[src/rtl/ebw_pkg.sv]
package ebw_pkg;
  typedef enum logic [1:0] {
    PH_IDLE = 2'd0,
    PH_ACT  = 2'd1,
    PH_HOLD = 2'd2
  } phase_t;
endpackage

[src/rtl/ebw_wait_decode.sv]
module ebw_wait_decode #(
  parameter int WSW        = 2,
  parameter int WS_STEP    = 4,
  parameter int CLK_PER_WS = 2,
  parameter int CW         = 5
) (
  input  logic [WSW-1:0] code,
  output logic [CW-1:0]  last_idx
);
  localparam int STRETCH = WS_STEP * CLK_PER_WS;
  // last_idx = cycles beyond the base cycle (length - 1)
  assign last_idx = CW'(STRETCH * int'(code));
endmodule

[src/rtl/ebw_seq.sv]
module ebw_seq #(
  parameter int AW      = 16,
  parameter int DW      = 16,
  parameter int CW      = 5,
  parameter int MAX_LEN = 25
) (
  input  logic          clk,
  input  logic          rst,
  input  logic          req_valid,
  input  logic          req_internal,
  input  logic          req_write,
  input  logic          req_space,
  input  logic [AW-1:0] req_addr,
  input  logic [DW-1:0] req_wdata,
  input  logic [CW-1:0] last_idx,
  input  logic [DW-1:0] bus_din,
  output logic          core_ready,
  output logic [DW-1:0] rd_data,
  output logic [AW-1:0] bus_addr,
  output logic [DW-1:0] bus_dout,
  output logic          bus_rd_n,
  output logic          bus_wr_n,
  output logic          bus_ps_n,
  output logic          bus_ds_n
);
  import ebw_pkg::*;

  phase_t        ph;
  logic [CW-1:0] cnt;
  logic          wr_q;
  logic          accept;

  assign accept = req_valid && !req_internal && (ph != PH_ACT);

  always_ff @(posedge clk) begin
    if (rst) begin
      ph         <= PH_IDLE;
      cnt        <= '0;
      wr_q       <= 1'b0;
      core_ready <= 1'b1;
      rd_data    <= '0;
      bus_addr   <= '0;
      bus_dout   <= '0;
      bus_rd_n   <= 1'b1;
      bus_wr_n   <= 1'b1;
      bus_ps_n   <= 1'b1;
      bus_ds_n   <= 1'b1;
    end else begin
      case (ph)
        PH_ACT: begin
          if (cnt == '0) begin
            ph         <= PH_HOLD;
            core_ready <= 1'b1;
            bus_rd_n   <= 1'b1;
            bus_wr_n   <= 1'b1;
            if (!wr_q) rd_data <= bus_din;
          end else begin
            cnt <= cnt - 1'b1;
          end
        end
        default: begin
          if (accept) begin
            ph         <= PH_ACT;
            cnt        <= last_idx;
            wr_q       <= req_write;
            core_ready <= 1'b0;
            bus_addr   <= req_addr;
            bus_dout   <= req_wdata;
            bus_rd_n   <= req_write;
            bus_wr_n   <= !req_write;
            bus_ps_n   <= !req_space;
            bus_ds_n   <= req_space;
          end else if (ph == PH_HOLD) begin
            ph       <= PH_IDLE;
            bus_ps_n <= 1'b1;
            bus_ds_n <= 1'b1;
          end
        end
      endcase
    end
  end

  // checker counter: length of the current low-ready stretch
  logic [7:0] low_run;
  always_ff @(posedge clk) begin
    if (rst)              low_run <= '0;
    else if (!core_ready) low_run <= low_run + 1'b1;
    else                  low_run <= '0;
  end

  AST_SPACE_EXCL: assert property (@(posedge clk) disable iff (rst)
    $onehot0({!bus_ps_n, !bus_ds_n}));
  AST_STROBE_EXCL: assert property (@(posedge clk) disable iff (rst)
    !(!bus_rd_n && !bus_wr_n));
  AST_ADDR_STABLE: assert property (@(posedge clk) disable iff (rst)
    !core_ready |=> ($stable(bus_addr) && $stable(bus_dout)));
  AST_WR_RELEASE: assert property (@(posedge clk) disable iff (rst)
    !bus_wr_n |=> (!bus_wr_n || (core_ready && $stable(bus_addr))));
  AST_START_STROBE: assert property (@(posedge clk) disable iff (rst)
    $fell(core_ready) |-> (bus_rd_n != bus_wr_n));
  AST_INTERNAL_IGNORED: assert property (@(posedge clk) disable iff (rst)
    (core_ready && req_valid && req_internal) |=> core_ready);
  AST_LEN_BOUND: assert property (@(posedge clk) disable iff (rst)
    int'(low_run) <= MAX_LEN);
endmodule

[src/rtl/ext_bus_waitgen.sv]
module ext_bus_waitgen #(
  parameter int AW         = 16,
  parameter int DW         = 16,
  parameter int WSW        = 2,
  parameter int WS_STEP    = 4,
  parameter int CLK_PER_WS = 2
) (
  input  logic           clk,
  input  logic           rst,
  input  logic           req_valid,
  input  logic           req_internal,
  input  logic           req_write,
  input  logic           req_space,
  input  logic [AW-1:0]  req_addr,
  input  logic [DW-1:0]  req_wdata,
  input  logic [WSW-1:0] ws_prog,
  input  logic [WSW-1:0] ws_data,
  output logic           core_ready,
  output logic [DW-1:0]  rd_data,
  output logic [AW-1:0]  bus_addr,
  output logic [DW-1:0]  bus_dout,
  input  logic [DW-1:0]  bus_din,
  output logic           bus_rd_n,
  output logic           bus_wr_n,
  output logic           bus_ps_n,
  output logic           bus_ds_n
);
  localparam int MAX_LAST = CLK_PER_WS * WS_STEP * ((1 << WSW) - 1);
  localparam int CW       = $clog2(MAX_LAST + 1);
  localparam int NSPACE   = 2;   // index 0 = data, 1 = program

  logic [WSW-1:0] codes  [NSPACE];
  logic [CW-1:0]  lasts  [NSPACE];
  logic [CW-1:0]  last_sel;

  assign codes[0] = ws_data;
  assign codes[1] = ws_prog;

  for (genvar s = 0; s < NSPACE; s++) begin : g_space
    ebw_wait_decode #(
      .WSW(WSW), .WS_STEP(WS_STEP), .CLK_PER_WS(CLK_PER_WS), .CW(CW)
    ) u_dec (
      .code     (codes[s]),
      .last_idx (lasts[s])
    );
  end

  assign last_sel = lasts[req_space];

  ebw_seq #(
    .AW(AW), .DW(DW), .CW(CW), .MAX_LEN(MAX_LAST + 1)
  ) u_seq (
    .clk          (clk),
    .rst          (rst),
    .req_valid    (req_valid),
    .req_internal (req_internal),
    .req_write    (req_write),
    .req_space    (req_space),
    .req_addr     (req_addr),
    .req_wdata    (req_wdata),
    .last_idx     (last_sel),
    .bus_din      (bus_din),
    .core_ready   (core_ready),
    .rd_data      (rd_data),
    .bus_addr     (bus_addr),
    .bus_dout     (bus_dout),
    .bus_rd_n     (bus_rd_n),
    .bus_wr_n     (bus_wr_n),
    .bus_ps_n     (bus_ps_n),
    .bus_ds_n     (bus_ds_n)
  );
endmodule

[config.mk]
export PLATFORM = sky130hd
export DESIGN_NAME = ext_bus_waitgen
export DESIGN_NICKNAME = d
export VERILOG_FILES = /design/src/rtl/ebw_pkg.sv /design/src/rtl/ebw_wait_decode.sv /design/src/rtl/ebw_seq.sv /design/src/rtl/ext_bus_waitgen.sv
export SDC_FILE = /design/constraint.sdc
export NUM_CORES = 1
export LEC_CHECK = 0
export BUFFER_PORTS_ARGS = -buffer_cell sky130_fd_sc_hd__buf_2
export CORE_ASPECT_RATIO = 1.5
export CORE_MARGIN = 2
export CORE_UTILIZATION = 41
export CTS_BUF_LIST = sky130_fd_sc_hd__clkbuf_2
export DETAILED_ROUTE_END_ITERATION = 8
export PLACE_DENSITY = 0.75
export SLEW_MARGIN = 20
export SYNTH_ARGS = -nofsm -noshare
export SYNTH_HDL_FRONTEND = slang
export SYNTH_SLANG_ARGS = --single-unit
[constraint.sdc]
create_clock -name clk -period 1.8 [get_ports clk]
set_input_delay 0 -clock clk [delete_from_list [all_inputs] [get_ports clk]]
set_output_delay 0 -clock clk [all_outputs]
set_load 0.02 [all_outputs]
; ---- Word level (Yosys, flattened, before mapping)
; Cells that the tools add are included.
[totals]
register_bits = 61
latch_bits = 0
mem_bits_rw = 0
mem_bits_ro = 0
inputBits = 58
out_inout_bits = 53
word_cells = 56
n_memories = 0
[op_classes]
addsub = 1
n_mul = 0
div = 0
magnitude_cmp = 1
eq_ne = 5
shift = 0
mux = 20
bitwise = 3
n_reduce_logical = 15
[op_table]
columns = operator, count
row1 = $mux 5, 6
row2 = $mux 1, 10
row3 = $reduce_and 2->1, 5
row4 = $mux 2, 4
row5 = $logic_not 5->1, 1
row6 = $sub 5x1->5 const B, 1
row7 = $ne 2x1->1 const B, 2
row8 = $reduce_bool 2->1, 2
row9 = $logic_not 1->1, 3
row10 = $reduce_and 3->1, 1
row11 = $reduce_bool 3->1, 1
row12 = $eq 2x1->1 const B, 1
row13 = $eq 2x2->1 const B, 1
row14 = $ge 2x2->1 const B, 1
row15 = $logic_and 1x1->1, 2
row16 = $ne 2x2->1 const B, 1
row17 = $not 1->1, 2
row18 = $not 1->2, 1

; ---- Depth between registers and ports, before layout
[depth]
word_depth = 6
ltp_mapped = 8
mapped_depth_nobuf = 6

; ---- Modules after synthesis
; A second synthesis with hierarchy kept.
[unflattened]
cells_unflattened = 280
area_unflattened_um2 = 2398.6
[modules_own_cells]
columns = module, n_inst, cells_each, area_per_inst_um2, seq_area_each_um2
row1 = ebw_seq, 1, 263, 2259.7, 1221.2
row2 = ebw_wait_decode, 2, 6, 41.3, 0.0
row3 = ext_bus_waitgen, 1, 5, 56.3, 0.0

; ---- Least setup slack after synthesis
; Ideal clock, no wire load.
[synth_timing]
path_kind = register -> register
start = register u_seq.ph[1]
end = register u_seq.cnt[4]
setup_ns = 0.128
arrival_ns = 1.690
t_required_ns = 1.672
setup_slack_ns = -0.018
path_stages_with_launch = 9
path_buffers = 3
period_less_slack_ns = 1.818
cell_sequence = dfxtp_1 inv_1 ha_1 buf_6 or3b_2 clkbuf_1 clkbuf_1 a31oi_1 nor2_1
[synth_between]
elab_chain_cells = 4
word_cells_on_any_way = 7
cone_classes = 3 x eq/ne / 1 x mux / 3 x reduce/logical
[synth_rtl]
columns = item, line_no
row1 = start: declaration, ebw_seq.sv:28  ; phase_t ph;
row2 = start signal: assignment, ebw_seq.sv:37  ; ph <= PH_IDLE;
row3 = start signal: assignment, ebw_seq.sv:52  ; ph <= PH_HOLD;
row4 = start signal: assignment, ebw_seq.sv:63  ; ph <= PH_ACT;
row5 = $ne 2x1->1, ebw_seq.sv:33  ; assign accept = req_valid && !req_internal && (ph != PH_ACT);
row6 = $logic_and 1x1->1, ebw_seq.sv:33
row7 = $reduce_bool 2->1 (no source line), --
row8 = $reduce_and 2->1 (no source line), --
row9 = end signal: assignment, ebw_seq.sv:58  ; cnt <= cnt - 1'b1;
row10 = end signal: assignment, ebw_seq.sv:64  ; cnt <= last_idx;
row11 = end: declaration, ebw_seq.sv:29  ; logic [CW-1:0] cnt;
; Several ways; a longest one is shown, not always the timed one.
; A chain may end at the register's enable or synchronous reset.

; ---- Worst setup path after layout
[layout_timing]
start = register u_seq.ph[1]
end = register u_seq.bus_dout[5]
[layout_between]
elab_chain_cells = 3
word_cells_on_any_way = 5
cone_classes = 2 x eq/ne / 1 x bitwise / 2 x reduce/logical
[layout_rtl]
columns = item, line_no
row1 = $ne 2x1->1 / $eq 2x1->1 (equally long branches), "ebw_seq.sv:33, ebw_seq.sv:49"
row2 = $logic_and 1x1->1 / $not 1->1 (equally long branches), --
row3 = $reduce_and 2->1 (no source line) *, --
row4 = end signal: assignment, ebw_seq.sv:68  ; bus_dout <= req_wdata;
row5 = end: declaration, ebw_seq.sv:20  ; output logic [DW-1:0] bus_dout,
; Mark *: on every way between the ends. The rest lies on a longest branch, timed or not.

==> reports/metrics.yaml <==
route:
  drt_iter0_markers: 79
  ant_nets: 0
  dr.pass1.iters: 4
  drc: 0
  totalWireLength_mm: 7.26
  wl_per_cell_um: 14.1
  routed-via-count: 2533
  viasPerCell: 4.94
grt:
  grt_pass1_wl_mm: 11.0
  antenna_found_initial: 0
  grt_start_max_net_pins: 34
  track_usage: 0.232
  grt_pass1_vias: 2479
  grt_overflow: 0
floorplan:
  io_pins: 111
  coreArea_um2: 5450
  dieArea_um2: 6280
  rows: 33
  initial_core_util: 0.425
  die_w_um: 65.4
  die_h_um: 96.0
power_and_ir_drop:
  combinationalPowerShare: 0.220
  pwr_density_cell_nw_per_um2: 774
  cellInternalPower_w: 0.00206
  seq_power_share: 0.505
  p_clk_frac: 0.275
  irDropWorstVdd_mv: 0.550
  p_leak_nw: 1.70
  total_power_w: 0.00291
  switching_share: 0.291
  netSwitchingPower_w: 0.000848
clocking:
  clkSinkCount: 61
  cts_buffers: 9
  clkLatencyLatePin_ps: 470
  root_buffer: "clkbuf_2"
  clk_pin_slew_worst_paths_ps: 180
  clock_path_buffers: 2
  cts_tree: "yes"
  h-tree-depth: 3
yosys:
  synth_area_leader_cell: "dfxtp_1"
  synthesis.area_um2: 2310
  synth_cell_types: 31
  ys_ff_latch: 61
  ys.flop_type: "dfxtp_1"
  synth_area_leaders: "dfxtp_1 (53%), nand2_1 (12%), a21oi_1 (8.4%)"
  synth_edf_count: 0
  ys_seq_area_frac: 0.528
  synth_top_area_share: 0.528
  async_flop_share: 0
  synth.most_common_cell: "nand2_1"
  synth_fp_nets: 326
  ys_warn_count: 0
  avgSynthCellArea_um2: 8.73
  postSynthCellCount: 265
  synth_common_cells: "nand2_1 (72), dfxtp_1 (61), a21oi_1 (39)"
worst_setup_path:
  critical_path_class: "reg2reg"
  start_kind: "register"
  cp_data_required_time_ps: 2130
  critPathMaxFanout: 17
  cp.arrival_ps: 2070
  cp-end-kind: "register"
cells_and_area:
  seq_area_um2: 1220
  nets: 500
  fill_cells: 449
  diodes: 0
  fin_cells: 513
  area_growth_pct: 62.5
  layout-drive-gt1-share: 0.357
  post-route-util: 0.690
  fin_area_um2: 3760
  multi_input_area_um2: 1040
worst_hold_path:
  min_path_type: "in2reg"
placed_design:
  post-place-ws_ps: 41.0
  gp_congestion: 0.749
  dpl.hpwl_mm: 4.11
  portBuffers: 110
  place_inst: 435
  dpl_cell_area_um2: 2970
outcome:
  status: "completed"
sta:
  fin_crit_ps: 1740
  fmax_mhz: 574
  worst_slew_pin_slew_ps: 627
  maxSlewHeadroom: 0.582
  final_hold_viol_count: 0
  skew_ps: 18.1
  finalSetupViolations: 0
  maxSlewViolCount: 0
  layout_worst_path_cycle_share: 0.968
  fin_ws_ps: 57.9
job:
  maxCapViolCount: 0
-- state kept, by name (all words and copies together) (netlist names) --
register	count
u_seq.ph	2
u_seq.cnt	5
u_seq.bus_ps_n	1
u_seq.bus_dout	16
u_seq.core_ready	1
u_seq.wr_q	1
u_seq.bus_ds_n	1
u_seq.bus_addr	16
u_seq.bus_wr_n	1
u_seq.bus_rd_n	1
u_seq.rd_data	16
-- what timing repair did --
| item | in CTS | in global routing |
|---|---|---|
| gates resized for setup | 1 | 13 |
| endpoints found under the hold margin | 57 | 0 |
| hold buffers | 57 | 0 |
| pin swaps | 0 | 3 |
| gates cloned | 0 | 1 |
| buffers inserted | 0 | 5 |
| setup endpoints to repair | 2 | 22 |
-- critical path, stage by stage, from the launching register on --
cell and delay [ps]:
dfxtp_2 380, inv_2 30, ha_2 170, or3b_2 600
buf_4 250, nand2_1 110, a21oi_1 70
-- path summary, 6_finish.rpt --
check	from	endpoint	slack (ps)	cells after the start
hold / removal	req_wdata[13]	u_seq.bus_dout[13]	280	4
hold reg to reg	u_seq.bus_addr[3]	u_seq.bus_addr[3]	470	2
setup reg to reg	u_seq.ph[1]	u_seq.bus_dout[5]	60	6
setup / recovery	u_seq.ph[1]	u_seq.bus_dout[5]	60	6
-- power groups by stage --
stage / registers, W / logic, W / clock network [W]
floorplan: 0.00157 / 0.000214 / 0
global placement: 0.00149 / 0.000469 / 0
detailed placement: 0.00149 / 0.000480 / 0
CTS: 0.00146 / 0.000579 / 0.000819
global route: 0.00148 / 0.000690 / 0.000868
finish: 0.00147 / 0.000641 / 0.000800
-- cells in the final DEF (no fill, tap or decap), drive strengths merged, types with 2 or more instances in the layout --
master | Yosys | routed
nand2 | 72 | 72
mux2 | 2 | 2
o21ai | 2 | 2
ha | 3 | 3
nor2 | 22 | 22
clkbuf | 15 | 11
a21oi | 39 | 39
clkinv | 0 | 3
inv | 5 | 5
o31ai | 2 | 2
mux2i | 17 | 17
dlygate4sd3 | 0 | 57
nand3 | 3 | 3
nand3b | 2 | 2
nand2b | 4 | 4
buf | 3 | 123
dfxtp | 61 | 61
-- layer usage --
layer / routed length [um] / up-vias / share of wire / track usage
li1: - / 1221 / - / -
met1: 2690 / 1171 / 0.37 / 0.238
met2: 3840 / 101 / 0.53 / 0.406
met3: 311 / 40 / 0.043 / 0.0608
met4: 417 / 0 / 0.057 / 0.161
met5: 0 / - / 0 / 0
-- layout make-up --
class | instances | share of cell area
multi-input combinational | 181 | 0.277
timing repair buffer | 181 | 0.342
clock buffer | 10 | 0.0133
tap | 70 | 0.0233
inverter | 5 | 0.00499
sequential | 61 | 0.325
clock inverter | 5 | 0.0140
-- kinds of logic (layout without fill, tap and decap cells) --
family,count (synthesis),count (layout),synth area share
adder cells (fa/ha/maj),3,3,0.0162
flip-flops,61,61,0.528
AND/OR/NAND/NOR,111,111,0.215
multiplexers,19,19,0.0849
AO/OA/AOI/OAI,48,48,0.111
buffers and inverters,23,201,0.0454
-- per-stage QoR --
stage	TNS, ps	hold slack [ps]
after global routing	-18.4	250
final	0	284
after CTS	0	252
after detailed placement	0	244
after floorplan	0	136
after global placement	0	234
Note: power is estimated with default switching activity, not from simulation.
